===== src/rtl/unlock_cmd_pkg.sv =====
package unlock_cmd_pkg;
  localparam int AW = 15;
  localparam int DW = 8;
  localparam int STEPS = 6;
  localparam int SW = $clog2(STEPS);

  localparam logic [AW-1:0] ADDR_HI = 15'h5555;
  localparam logic [AW-1:0] ADDR_LO = 15'h2AAA;
  localparam logic [DW-1:0] CODE_OFF = 8'h40;
  localparam logic [DW-1:0] CODE_ON  = 8'h50;
  localparam logic [SW-1:0] LAST_STEP = SW'(STEPS - 1);

  typedef logic [SW-1:0] step_t;

  function automatic logic [AW-1:0] step_addr(input step_t s);
    case (s)
      3'd1, 3'd4: step_addr = ADDR_LO;
      default:    step_addr = ADDR_HI;
    endcase
  endfunction

  function automatic logic [DW-1:0] step_data(input step_t s);
    case (s)
      3'd0, 3'd3: step_data = 8'hAA;
      3'd1, 3'd4: step_data = 8'h55;
      3'd2:       step_data = 8'h80;
      default:    step_data = 8'h00;
    endcase
  endfunction
endpackage


===== src/rtl/unlock_matcher.sv =====
module unlock_matcher
  import unlock_cmd_pkg::*;
(
  input  logic          clk_i,
  input  logic          rst_ni,
  input  logic          pwr_down_i,
  input  logic          evt_i,
  input  logic [AW-1:0] addr_i,
  input  logic [DW-1:0] data_i,
  output logic          pass_o,
  output logic          autoclr_o,
  output logic          accept_o
);
  step_t step_q;
  logic  autoclr_q, accept_q;
  logic  is_last, hit;

  assign is_last = (step_q == LAST_STEP);

  always_comb begin
    if (is_last)
      hit = (addr_i == ADDR_HI) && (data_i == CODE_OFF || data_i == CODE_ON);
    else
      hit = (addr_i == step_addr(step_q)) && (data_i == step_data(step_q));
  end

  assign pass_o = evt_i & ~hit;

  always_ff @(posedge clk_i or negedge rst_ni) begin
    if (!rst_ni) begin
      step_q    <= '0;
      autoclr_q <= 1'b1;
      accept_q  <= 1'b0;
    end else if (pwr_down_i) begin
      step_q    <= '0;
      autoclr_q <= 1'b1;
      accept_q  <= 1'b0;
    end else begin
      accept_q <= 1'b0;
      if (evt_i) begin
        if (!hit) begin
          step_q <= '0;
        end else if (is_last) begin
          step_q    <= '0;
          autoclr_q <= (data_i == CODE_ON);
          accept_q  <= 1'b1;
        end else begin
          step_q <= step_q + 1'b1;
        end
      end
    end
  end

  assign autoclr_o = autoclr_q;
  assign accept_o  = accept_q;

  a_r10_step_bound: assert property (@(posedge clk_i) disable iff (!rst_ni)
    step_q <= LAST_STEP);
  a_r2_mode_change_cause: assert property (@(posedge clk_i) disable iff (!rst_ni)
    !$stable(autoclr_q) |-> (accept_q || $past(pwr_down_i)));
endmodule


===== src/rtl/page_window.sv =====
module page_window #(
  parameter int PAGE_BYTES = 64,
  parameter int WIN_CYC    = 150,
  parameter int PROG_CYC   = 5000,
  parameter int ERASE_CYC  = 15000
) (
  input  logic clk_i,
  input  logic rst_ni,
  input  logic pwr_down_i,
  input  logic byte_i,
  input  logic autoclr_i,
  output logic commit_o,
  output logic busy_o
);
  localparam int CW = $clog2(PAGE_BYTES + 1);
  localparam int IW = $clog2(WIN_CYC + 1);
  localparam int BW = $clog2(ERASE_CYC + PROG_CYC + 1);
  localparam logic [CW-1:0] CNT_LAST = CW'(PAGE_BYTES - 1);
  localparam logic [IW-1:0] IDLE_LAST = IW'(WIN_CYC - 1);
  localparam logic [BW-1:0] LOAD_SHORT = BW'(PROG_CYC);
  localparam logic [BW-1:0] LOAD_LONG  = BW'(ERASE_CYC + PROG_CYC);

  logic [CW-1:0] cnt_q;
  logic [IW-1:0] idle_q;
  logic [BW-1:0] busy_q;
  logic          full_hit, timeout, commit;

  assign full_hit = byte_i && (cnt_q == CNT_LAST);
  assign timeout  = !byte_i && (cnt_q != '0) && (idle_q == IDLE_LAST);
  assign commit   = full_hit | timeout;

  always_ff @(posedge clk_i or negedge rst_ni) begin
    if (!rst_ni) begin
      cnt_q  <= '0;
      idle_q <= '0;
      busy_q <= '0;
    end else if (pwr_down_i) begin
      cnt_q  <= '0;
      idle_q <= '0;
      busy_q <= '0;
    end else begin
      if (busy_q != '0) busy_q <= busy_q - 1'b1;
      if (commit) begin
        cnt_q  <= '0;
        idle_q <= '0;
        busy_q <= autoclr_i ? LOAD_LONG : LOAD_SHORT;
      end else if (byte_i) begin
        cnt_q  <= cnt_q + 1'b1;
        idle_q <= '0;
      end else if (cnt_q != '0) begin
        idle_q <= idle_q + 1'b1;
      end
    end
  end

  assign commit_o = commit;
  assign busy_o   = (busy_q != '0);

  a_r6_cnt_bound: assert property (@(posedge clk_i) disable iff (!rst_ni)
    cnt_q < CW'(PAGE_BYTES));
  a_r8_idle_bound: assert property (@(posedge clk_i) disable iff (!rst_ni)
    idle_q < IW'(WIN_CYC));
  a_r9_no_byte_busy: assert property (@(posedge clk_i) disable iff (!rst_ni)
    busy_o |-> !byte_i);
endmodule


===== src/rtl/unlock_cmd_decoder.sv =====
module unlock_cmd_decoder
  import unlock_cmd_pkg::*;
#(
  parameter int PAGE_BYTES = 64,
  parameter int WIN_CYC    = 150,
  parameter int PROG_CYC   = 5000,
  parameter int ERASE_CYC  = 15000
) (
  input  logic          clk_i,
  input  logic          rst_ni,
  input  logic          pwr_down_i,
  input  logic          wr_stb_i,
  input  logic [AW-1:0] wr_addr_i,
  input  logic [DW-1:0] wr_data_i,
  input  logic          clr_done_i,
  output logic          autoclr_en_o,
  output logic          seq_ok_o,
  output logic          pg_we_o,
  output logic [AW-1:0] pg_addr_o,
  output logic [DW-1:0] pg_data_o,
  output logic          busy_o,
  output logic          blank_o
);
  logic          stb_q, evt, pass, autoclr, accept, commit, busy;
  logic          pg_we_q, blank_q;
  logic [AW-1:0] pg_addr_q;
  logic [DW-1:0] pg_data_q;

  // one event per strobe rise; swallowed entirely while programming
  assign evt = wr_stb_i & ~stb_q & ~busy;

  unlock_matcher u_match (
    .clk_i      (clk_i),
    .rst_ni     (rst_ni),
    .pwr_down_i (pwr_down_i),
    .evt_i      (evt),
    .addr_i     (wr_addr_i),
    .data_i     (wr_data_i),
    .pass_o     (pass),
    .autoclr_o  (autoclr),
    .accept_o   (accept)
  );

  page_window #(
    .PAGE_BYTES (PAGE_BYTES),
    .WIN_CYC    (WIN_CYC),
    .PROG_CYC   (PROG_CYC),
    .ERASE_CYC  (ERASE_CYC)
  ) u_page (
    .clk_i      (clk_i),
    .rst_ni     (rst_ni),
    .pwr_down_i (pwr_down_i),
    .byte_i     (pass),
    .autoclr_i  (autoclr),
    .commit_o   (commit),
    .busy_o     (busy)
  );

  always_ff @(posedge clk_i or negedge rst_ni) begin
    if (!rst_ni) begin
      stb_q     <= 1'b0;
      pg_we_q   <= 1'b0;
      pg_addr_q <= '0;
      pg_data_q <= '0;
      blank_q   <= 1'b0;
    end else begin
      stb_q   <= wr_stb_i;
      pg_we_q <= pass && !pwr_down_i;
      if (pass) begin
        pg_addr_q <= wr_addr_i;
        pg_data_q <= wr_data_i;
      end
      if (pwr_down_i)      blank_q <= 1'b0;
      else if (clr_done_i) blank_q <= 1'b1;
      else if (commit)     blank_q <= 1'b0;
    end
  end

  assign autoclr_en_o = autoclr;
  assign seq_ok_o     = accept;
  assign pg_we_o      = pg_we_q;
  assign pg_addr_o    = pg_addr_q;
  assign pg_data_o    = pg_data_q;
  assign busy_o       = busy;
  assign blank_o      = blank_q;

  a_r9_busy_no_fwd: assert property (@(posedge clk_i) disable iff (!rst_ni)
    busy_o |=> !pg_we_o);
  a_r2_seq_pulse: assert property (@(posedge clk_i) disable iff (!rst_ni)
    seq_ok_o |=> !seq_ok_o);
  a_r4_fwd_excl: assert property (@(posedge clk_i) disable iff (!rst_ni)
    pg_we_o |-> !seq_ok_o);
  a_r11_blank_clear: assert property (@(posedge clk_i) disable iff (!rst_ni)
    $fell(blank_o) |-> (busy_o || $past(pwr_down_i)));
endmodule


===== config.mk =====
export PLATFORM = sky130hd
export DESIGN_NAME = unlock_cmd_decoder
export DESIGN_NICKNAME = d
export VERILOG_FILES = /design/src/rtl/unlock_cmd_pkg.sv /design/src/rtl/unlock_matcher.sv /design/src/rtl/page_window.sv /design/src/rtl/unlock_cmd_decoder.sv
export SDC_FILE = /design/constraint.sdc
export NUM_CORES = 1
export LEC_CHECK = 0
export ABC_AREA = 1
export BUFFER_PORTS_ARGS = -buffer_cell sky130_fd_sc_hd__buf_2
export CAP_MARGIN = 20
export CELL_PAD_IN_SITES_DETAIL_PLACEMENT = 0
export CELL_PAD_IN_SITES_GLOBAL_PLACEMENT = 2
export CORE_MARGIN = 1.5
export CORE_UTILIZATION = 30
export DETAILED_ROUTE_END_ITERATION = 7
export GPL_TIMING_DRIVEN = 0
export HOLD_SLACK_MARGIN = 0.12
export PLACE_DENSITY = 0.84
export SLEW_MARGIN = 10
export SYNTH_ARGS = -nofsm -noshare
export SYNTH_HDL_FRONTEND = slang
export SYNTH_SLANG_ARGS = --single-unit

===== constraint.sdc =====
create_clock -name clk_i -period 2.9 [get_ports clk_i]
set_input_delay 0.29 -clock clk_i [delete_from_list [all_inputs] [get_ports clk_i]]
set_output_delay 0.29 -clock clk_i [all_outputs]
set_load 0.005 [all_outputs]

==> out/metrics.yaml, run 1 <==
run_status:
  status: "finished clean"
placement:
  gp_congestion: 0.7621
  placed_cell_area_mm2: 0.003826
  detailed_place_hpwl_um: 6018
  port_buffers: 55
drt:
  antenna_left: 0
  drt-initial-drc-count: 155
  first_pass_iters: 4
  viasPerCell: 4.511
  routed_wl_um: 8045
  wl_per_cell_um: 12.34
  vias: 2941
  post-route-drc-count: 0
sta:
  rsz0062_at_grt: "no"
  tightest_slew_ps: 517.3
  max_freq_mhz: 436.7
  slew_viol_final: 0
  post-route-min-period_ps: 2290
  hold_ws_ps: 184.7
  tns_ps: 0
  period_share_pct: 78.96
  finalHoldViolations: 0
  setup_viol: 0
  slew-limit-headroom_pct: 65.51
  finClkSkew_ps: 7.870
clocking:
  cts-root-buf: "clkbuf_8"
  cts_htree_levels: 3
  worstSkewPairLatency_ps: 330
  post_cts_buffers: 0
  cts_tree: "done"
  clkSlewWorstSetupHoldPaths_ps: 70
  cts_hold_buf: 2
  cts_buffer_depth: 2
  cts.sinks: 61
  cts_inserted_buffers: 9
  cts_resized: 0
layout:
  drive_above_1_share_pct: 19.14
  nNetsFinal: 543
  areaGrowthSynthToFinish_pct: 19.63
  filler_cell_count: 1156
  diodes: 0
  final_cell_area_mm2: 0.004011
yosys:
  ys_ff_latch: 61
  netlist_area_mm2: 0.003353
  ys_seq_area_share_pct: 45.56
  synth_nets: 474
  yosys_warnings: 0
  synth.avg_cell_area_um2: 7.621
  synth_cell_types: 36
  netlist_instances: 440
setup_path:
  crit_slowest_cell: "dfrtp_1"
  critPathKind: "flop to flop"
  path_cells: "inv_1, ha_1, nand3_2, nor2_4, nand3_2, nor2_4, nand3_4, nor2_8, nand2_4, nand3_1, nand2_2, nor2_1"
  critical_path.max_stage_delay_ps: 410
  path_max_fanout: 10
  start_kind: "flop"
  cp.arrival_ps: 2560
  required_ps: 3170
  end_kind: "flop"
global_route:
  grt_pass1_wl_um: 13630
  grt_pass1_vias: 2843
  grt.overflow.total: 0
  grt_max_degree: 40
  antenna_found_initial: 0
  grt_use_total_pct: 14.93
floorplanning:
  core-area_mm2: 0.01089
  ioPinCount: 56
  row_count: 38
  die_w_um: 108.7
  die_y_um: 108.7
  die_area_mm2: 0.01182
  initial_core_util_pct: 30.80
min_path:
  hp-class: "input pin to flop"
pwr:
  vdd_drop_max_uv: 306.2
  p_per_area_mw_per_mm2: 741.0
  p_leak_nw: 2.154
job:
  maxCapViolations: 0
[worst max-delay path, delay by kind of cell (launching register included)]
family	cells	cell delay, ps
AND/OR/NAND/NOR	10	1450
flip-flops	1	410
adder cells (fa/ha/maj)	1	230
buffers and inverters	1	120
[worst paths after layout]
check	from	end	slack [ps]	cells after the start
setup / recovery	u_page.busy_q[0]	u_page.busy_q[11]	610	12
hold / removal	clr_done_i	blank_o	180	3
setup reg to reg	u_page.busy_q[0]	u_page.busy_q[11]	610	12
hold reg to reg	pg_addr_o[11]	pg_addr_o[11]	460	2
max in group asynchronous	rst_ni	u_match.autoclr_o	1920	3
min in group asynchronous	rst_ni	pg_addr_o[2]	390	2
[stage by stage]
step           util, %  setup WS (ps)  std cells  total power [mW]
6_report         36.84          610.2        652             2.972
5_1_grt          36.84          363.3        652             3.246
4_1_cts          36.84          580.5        652             3.014
3_5_place_dp     35.14          603.3        636             2.325
3_3_place_gp     34.93          612.4        635             2.304
2_1_floorplan        -          966.2        440             1.975
[state kept, by name (all words and copies together) (netlist names)]
name	cells
u_page.cnt_q	7
pg_addr_o	15
blank_o	1
u_match.step_q	3
u_page.idle_q	8
u_match.autoclr_o	1
pg_we_o	1
stb_q	1
u_match.accept_o	1
u_page.busy_q	15
pg_data_o	8
[report_power, final]
group | switching, mW | total, mW | internal [mW]
Sequential | 0.148 | 1.22 | 1.07
Clock | 0.330 | 0.675 | 0.345
Combinational | 0.616 | 1.08 | 0.466
[cell usage in the layout, fill, tap and decap left out, types with 2 or more instances in the layout]
master,synthesis,final
o22ai_1,4,4
xnor2_1,4,4
nand3_1,34,34
inv_2,2,2
clkinv_2,1,3
nor2_2,5,5
ha_1,6,6
clkbuf_1,4,5
o21ai_0,21,21
dlygate4sd3_1,0,2
xor2_1,10,10
nor2_1,62,62
inv_1,61,61
nand2_2,4,4
nand3_2,3,3
nor2_4,3,3
nor3_1,6,6
dfrtp_1,60,60
buf_2,1,55
a21oi_1,12,12
nand2_4,3,3
nand2_1,116,116
clkbuf_8,0,11
nand4_1,4,4
[area by class of cell]
class                      instances  area [um^2]  share of cell area [%]
buffer                             6        31.28                  0.7798
clock buffer                      12        155.1                   3.868
timing repair buffer              58        317.8                   7.923
tap                              140        175.2                   4.367
multi-input combinational        308         1549                   38.62
clock inverter                     2        10.01                  0.2495
sequential                        61         1528                   38.08
inverter                          65        245.2                   6.114
[kinds of logic (layout without fill, tap and decap cells)]
| group | Yosys count | count (layout) | share of synthesized area [%] |
|---|---|---|---|
| compound gates | 42 | 42 | 6.754 |
| xor+xnor | 14 | 14 | 3.656 |
| fa+ha+maj | 6 | 6 | 2.239 |
| buf+inv | 71 | 143 | 8.246 |
| flops | 61 | 61 | 45.56 |
| simple gates | 246 | 246 | 33.54 |
[layer usage]
metal / up-vias / routed length (um) / part of all wire, % / global-route usage, %
met5: - / 0 / 0 / 0
met4: 0 / 137 / 1.7 / 6.109
met3: 9 / 213 / 2.6 / 2.451
met2: 34 / 3777 / 47 / 23.67
met1: 1387 / 3917 / 49 / 20.20
li1: 1511 / - / - / -
[synth_stat cells (all sizes together)]
| master | number | area, um^2 |
|---|---|---|
| inv | 63 | 236.5 |
| nor4 | 1 | 6.260 |
| clkinv | 2 | 8.750 |
| o22ai | 4 | 25.02 |
| xor2 | 10 | 87.58 |
| nand4 | 4 | 25.02 |
| dfrtp | 60 | 1501 |
| o32ai | 1 | 8.760 |
| o31ai | 1 | 7.510 |
| nand3b | 1 | 7.510 |
| nand2 | 124 | 514.2 |
| buf | 2 | 16.26 |
| dfstp | 1 | 26.28 |
| a31o | 1 | 8.760 |
| or2 | 1 | 6.260 |
| a21oi | 12 | 60.06 |
| o21ai | 22 | 110.1 |
| clkbuf | 4 | 15.01 |
| nor2 | 71 | 317.8 |
| xnor2 | 4 | 35.03 |
| nor3 | 6 | 30.03 |
| ha | 6 | 75.07 |
| a31oi | 1 | 6.260 |
| nand3 | 38 | 217.7 |
Note: power is estimated with default switching activity, not from simulation.
==> inputs of run 2 (changes only) <==
Clock period 2.9 ns to 2.3 ns, I/O delays scaled along.
==> run 2 against run 1 <==
Clock skew hardly changed. Final cell count increased by 1.5%. Maximum frequency grew 5.9%. Non-clock buffer count is 9 higher. Sequential power up 25%.
==> out/metrics.yaml, run 2 (same netlist as run 1, synthesis figures left out) <==
layout:
  diodes: 0
  drive_above_1_share_pct: 22.41
  final_common_cell: "nand2_1"
  final_cell_mix: "nand2_1, nor2_1, inv_1"
  nNetsFinal: 553
  areaGrowthSynthToFinish_pct: 23.66
  final_cell_area_mm2: 0.004146
clocking:
  cts.sinks: 61
  cts_inserted_buffers: 9
  cts_htree_levels: 3
  clkSlewWorstSetupHoldPaths_ps: 70
  cts-root-buf: "clkbuf_8"
  cts_tree: "done"
  worstSkewPairLatency_ps: 330
  cts_buffer_depth: 2
global_route:
  antenna_found_initial: 0
  grt.overflow.total: 0
  grt_max_degree: 40
  grt_pass1_wl_um: 13640
  grt_use_total_pct: 14.94
  grt_pass1_vias: 2853
floorplanning:
  die_area_mm2: 0.01182
  initial_core_util_pct: 30.80
  row_count: 38
  ioPinCount: 56
  die_w_um: 108.7
  core-area_mm2: 0.01089
  die_y_um: 108.7
setup_path:
  critPathKind: "flop to flop"
  start_kind: "flop"
  cp.arrival_ps: 2390
  end_kind: "flop"
  path_max_fanout: 9
  path_cells: "inv_2, ha_4, nand3_2, nor2_4, nand3_2, nor2_4, nand3_4, inv_4, nand2_4, nand2_1, nor2_4, o21ai_0, inv_1"
  path_common_cell: "nor2_4"
  crit_slowest_cell: "dfrtp_1"
  required_ps: 2520
  critical_path.max_stage_delay_ps: 410
sta:
  tns_ps: 0
  slew-limit-headroom_pct: 65.43
  period_share_pct: 94.02
  finalWorstSetupSlack_ps: 137.5
  finalHoldViolations: 0
  setup_viol: 0
  post-route-min-period_ps: 2162
  slew_viol_final: 0
  hold_ws_ps: 134.0
  max_freq_mhz: 462.4
  finClkSkew_ps: 7.662
  tightest_slew_ps: 518.5
pwr:
  p_per_area_mw_per_mm2: 925.9
  vdd_drop_max_uv: 384.9
  p_leak_nw: 2.211
  p_total_mw: 3.839
drt:
  post-route-drc-count: 0
  routed_wl_um: 8212
  drt-initial-drc-count: 160
  viasPerCell: 4.541
  vias: 3006
  first_pass_iters: 4
  antenna_left: 0
  wl_per_cell_um: 12.40
run_status:
  status: "finished clean"
placement:
  placed_cell_area_mm2: 0.003826
  gp_congestion: 0.7621
  detailed_place_hpwl_um: 6018
  port_buffers: 55
  dp_slack_ps: 3.257
min_path:
  hp-class: "input pin to flop"
job:
  maxCapViolations: 0
-- run 2: through the flow --
| step | cells | util (%) |
|---|---|---|
| 4_1_cts | 654 | 37.07 |
| 3_3_place_gp | 635 | 34.93 |
| 6_report | 662 | 38.08 |
| 5_1_grt | 662 | 38.08 |
| 3_5_place_dp | 636 | 35.14 |
| 2_1_floorplan | 440 | - |
-- run 2: repair_timing --
action,in CTS,in global routing
hold buffers,4,0
setup buffers,0,7
hold endpoints to repair,25,0
endpoints found under the setup margin,8,54
gates cloned,0,1
resized for setup,1,18
pin swaps,1,5
-- run 2: area by class of cell --
class | count | area [um^2]
buffer | 6 | 35.03
tap | 140 | 175.2
sequential | 61 | 1529
inverter | 65 | 246.5
clock buffer | 12 | 155.1
clock inverter | 2 | 10.01
fill | 1145 | 6741
timing repair buffer | 67 | 390.4
multi-input combinational | 309 | 1605
-- run 2: path summary, 6_finish.rpt --
path	start	to	slack (ps)	cells after the start
max in group asynchronous	rst_ni	u_match.autoclr_o	1380	3
min reg2reg	pg_addr_o[11]	pg_addr_o[11]	460	2
max	u_page.busy_q[0]	u_page.cnt_q[0]	140	13
max reg2reg	u_page.busy_q[0]	u_page.cnt_q[0]	140	13
min	wr_addr_i[13]	pg_addr_o[13]	130	3
min in group asynchronous	rst_ni	pg_addr_o[2]	330	2
-- run 2: report_power, final --
| part | switching, mW | internal [mW] | total, mW |
|---|---|---|---|
| clock | 0.416 | 0.435 | 0.851 |
| combinational | 0.808 | 0.646 | 1.45 |
| sequential | 0.186 | 1.35 | 1.53 |
| total | 1.41 | 2.43 | 3.84 |
-- run 2: routing by layer --
layer  wire length, um  global-route usage [%]  part of all wire [%]
met4               137                   6.109                   1.7
met1              3939                   20.20                    48
met5                 0                       0                     0
met2              3870                   23.72                    47
met3               265                   2.451                   3.2
-- run 2: worst max-delay path: cells and delay by family (launching register included) --
kind	cells	cell delay [ps]
flip-flops	1	410
buffers and inverters	3	280
AND/OR/NAND/NOR	8	1020
AO/OA/AOI/OAI	1	190
adder cells (fa/ha/maj)	1	160
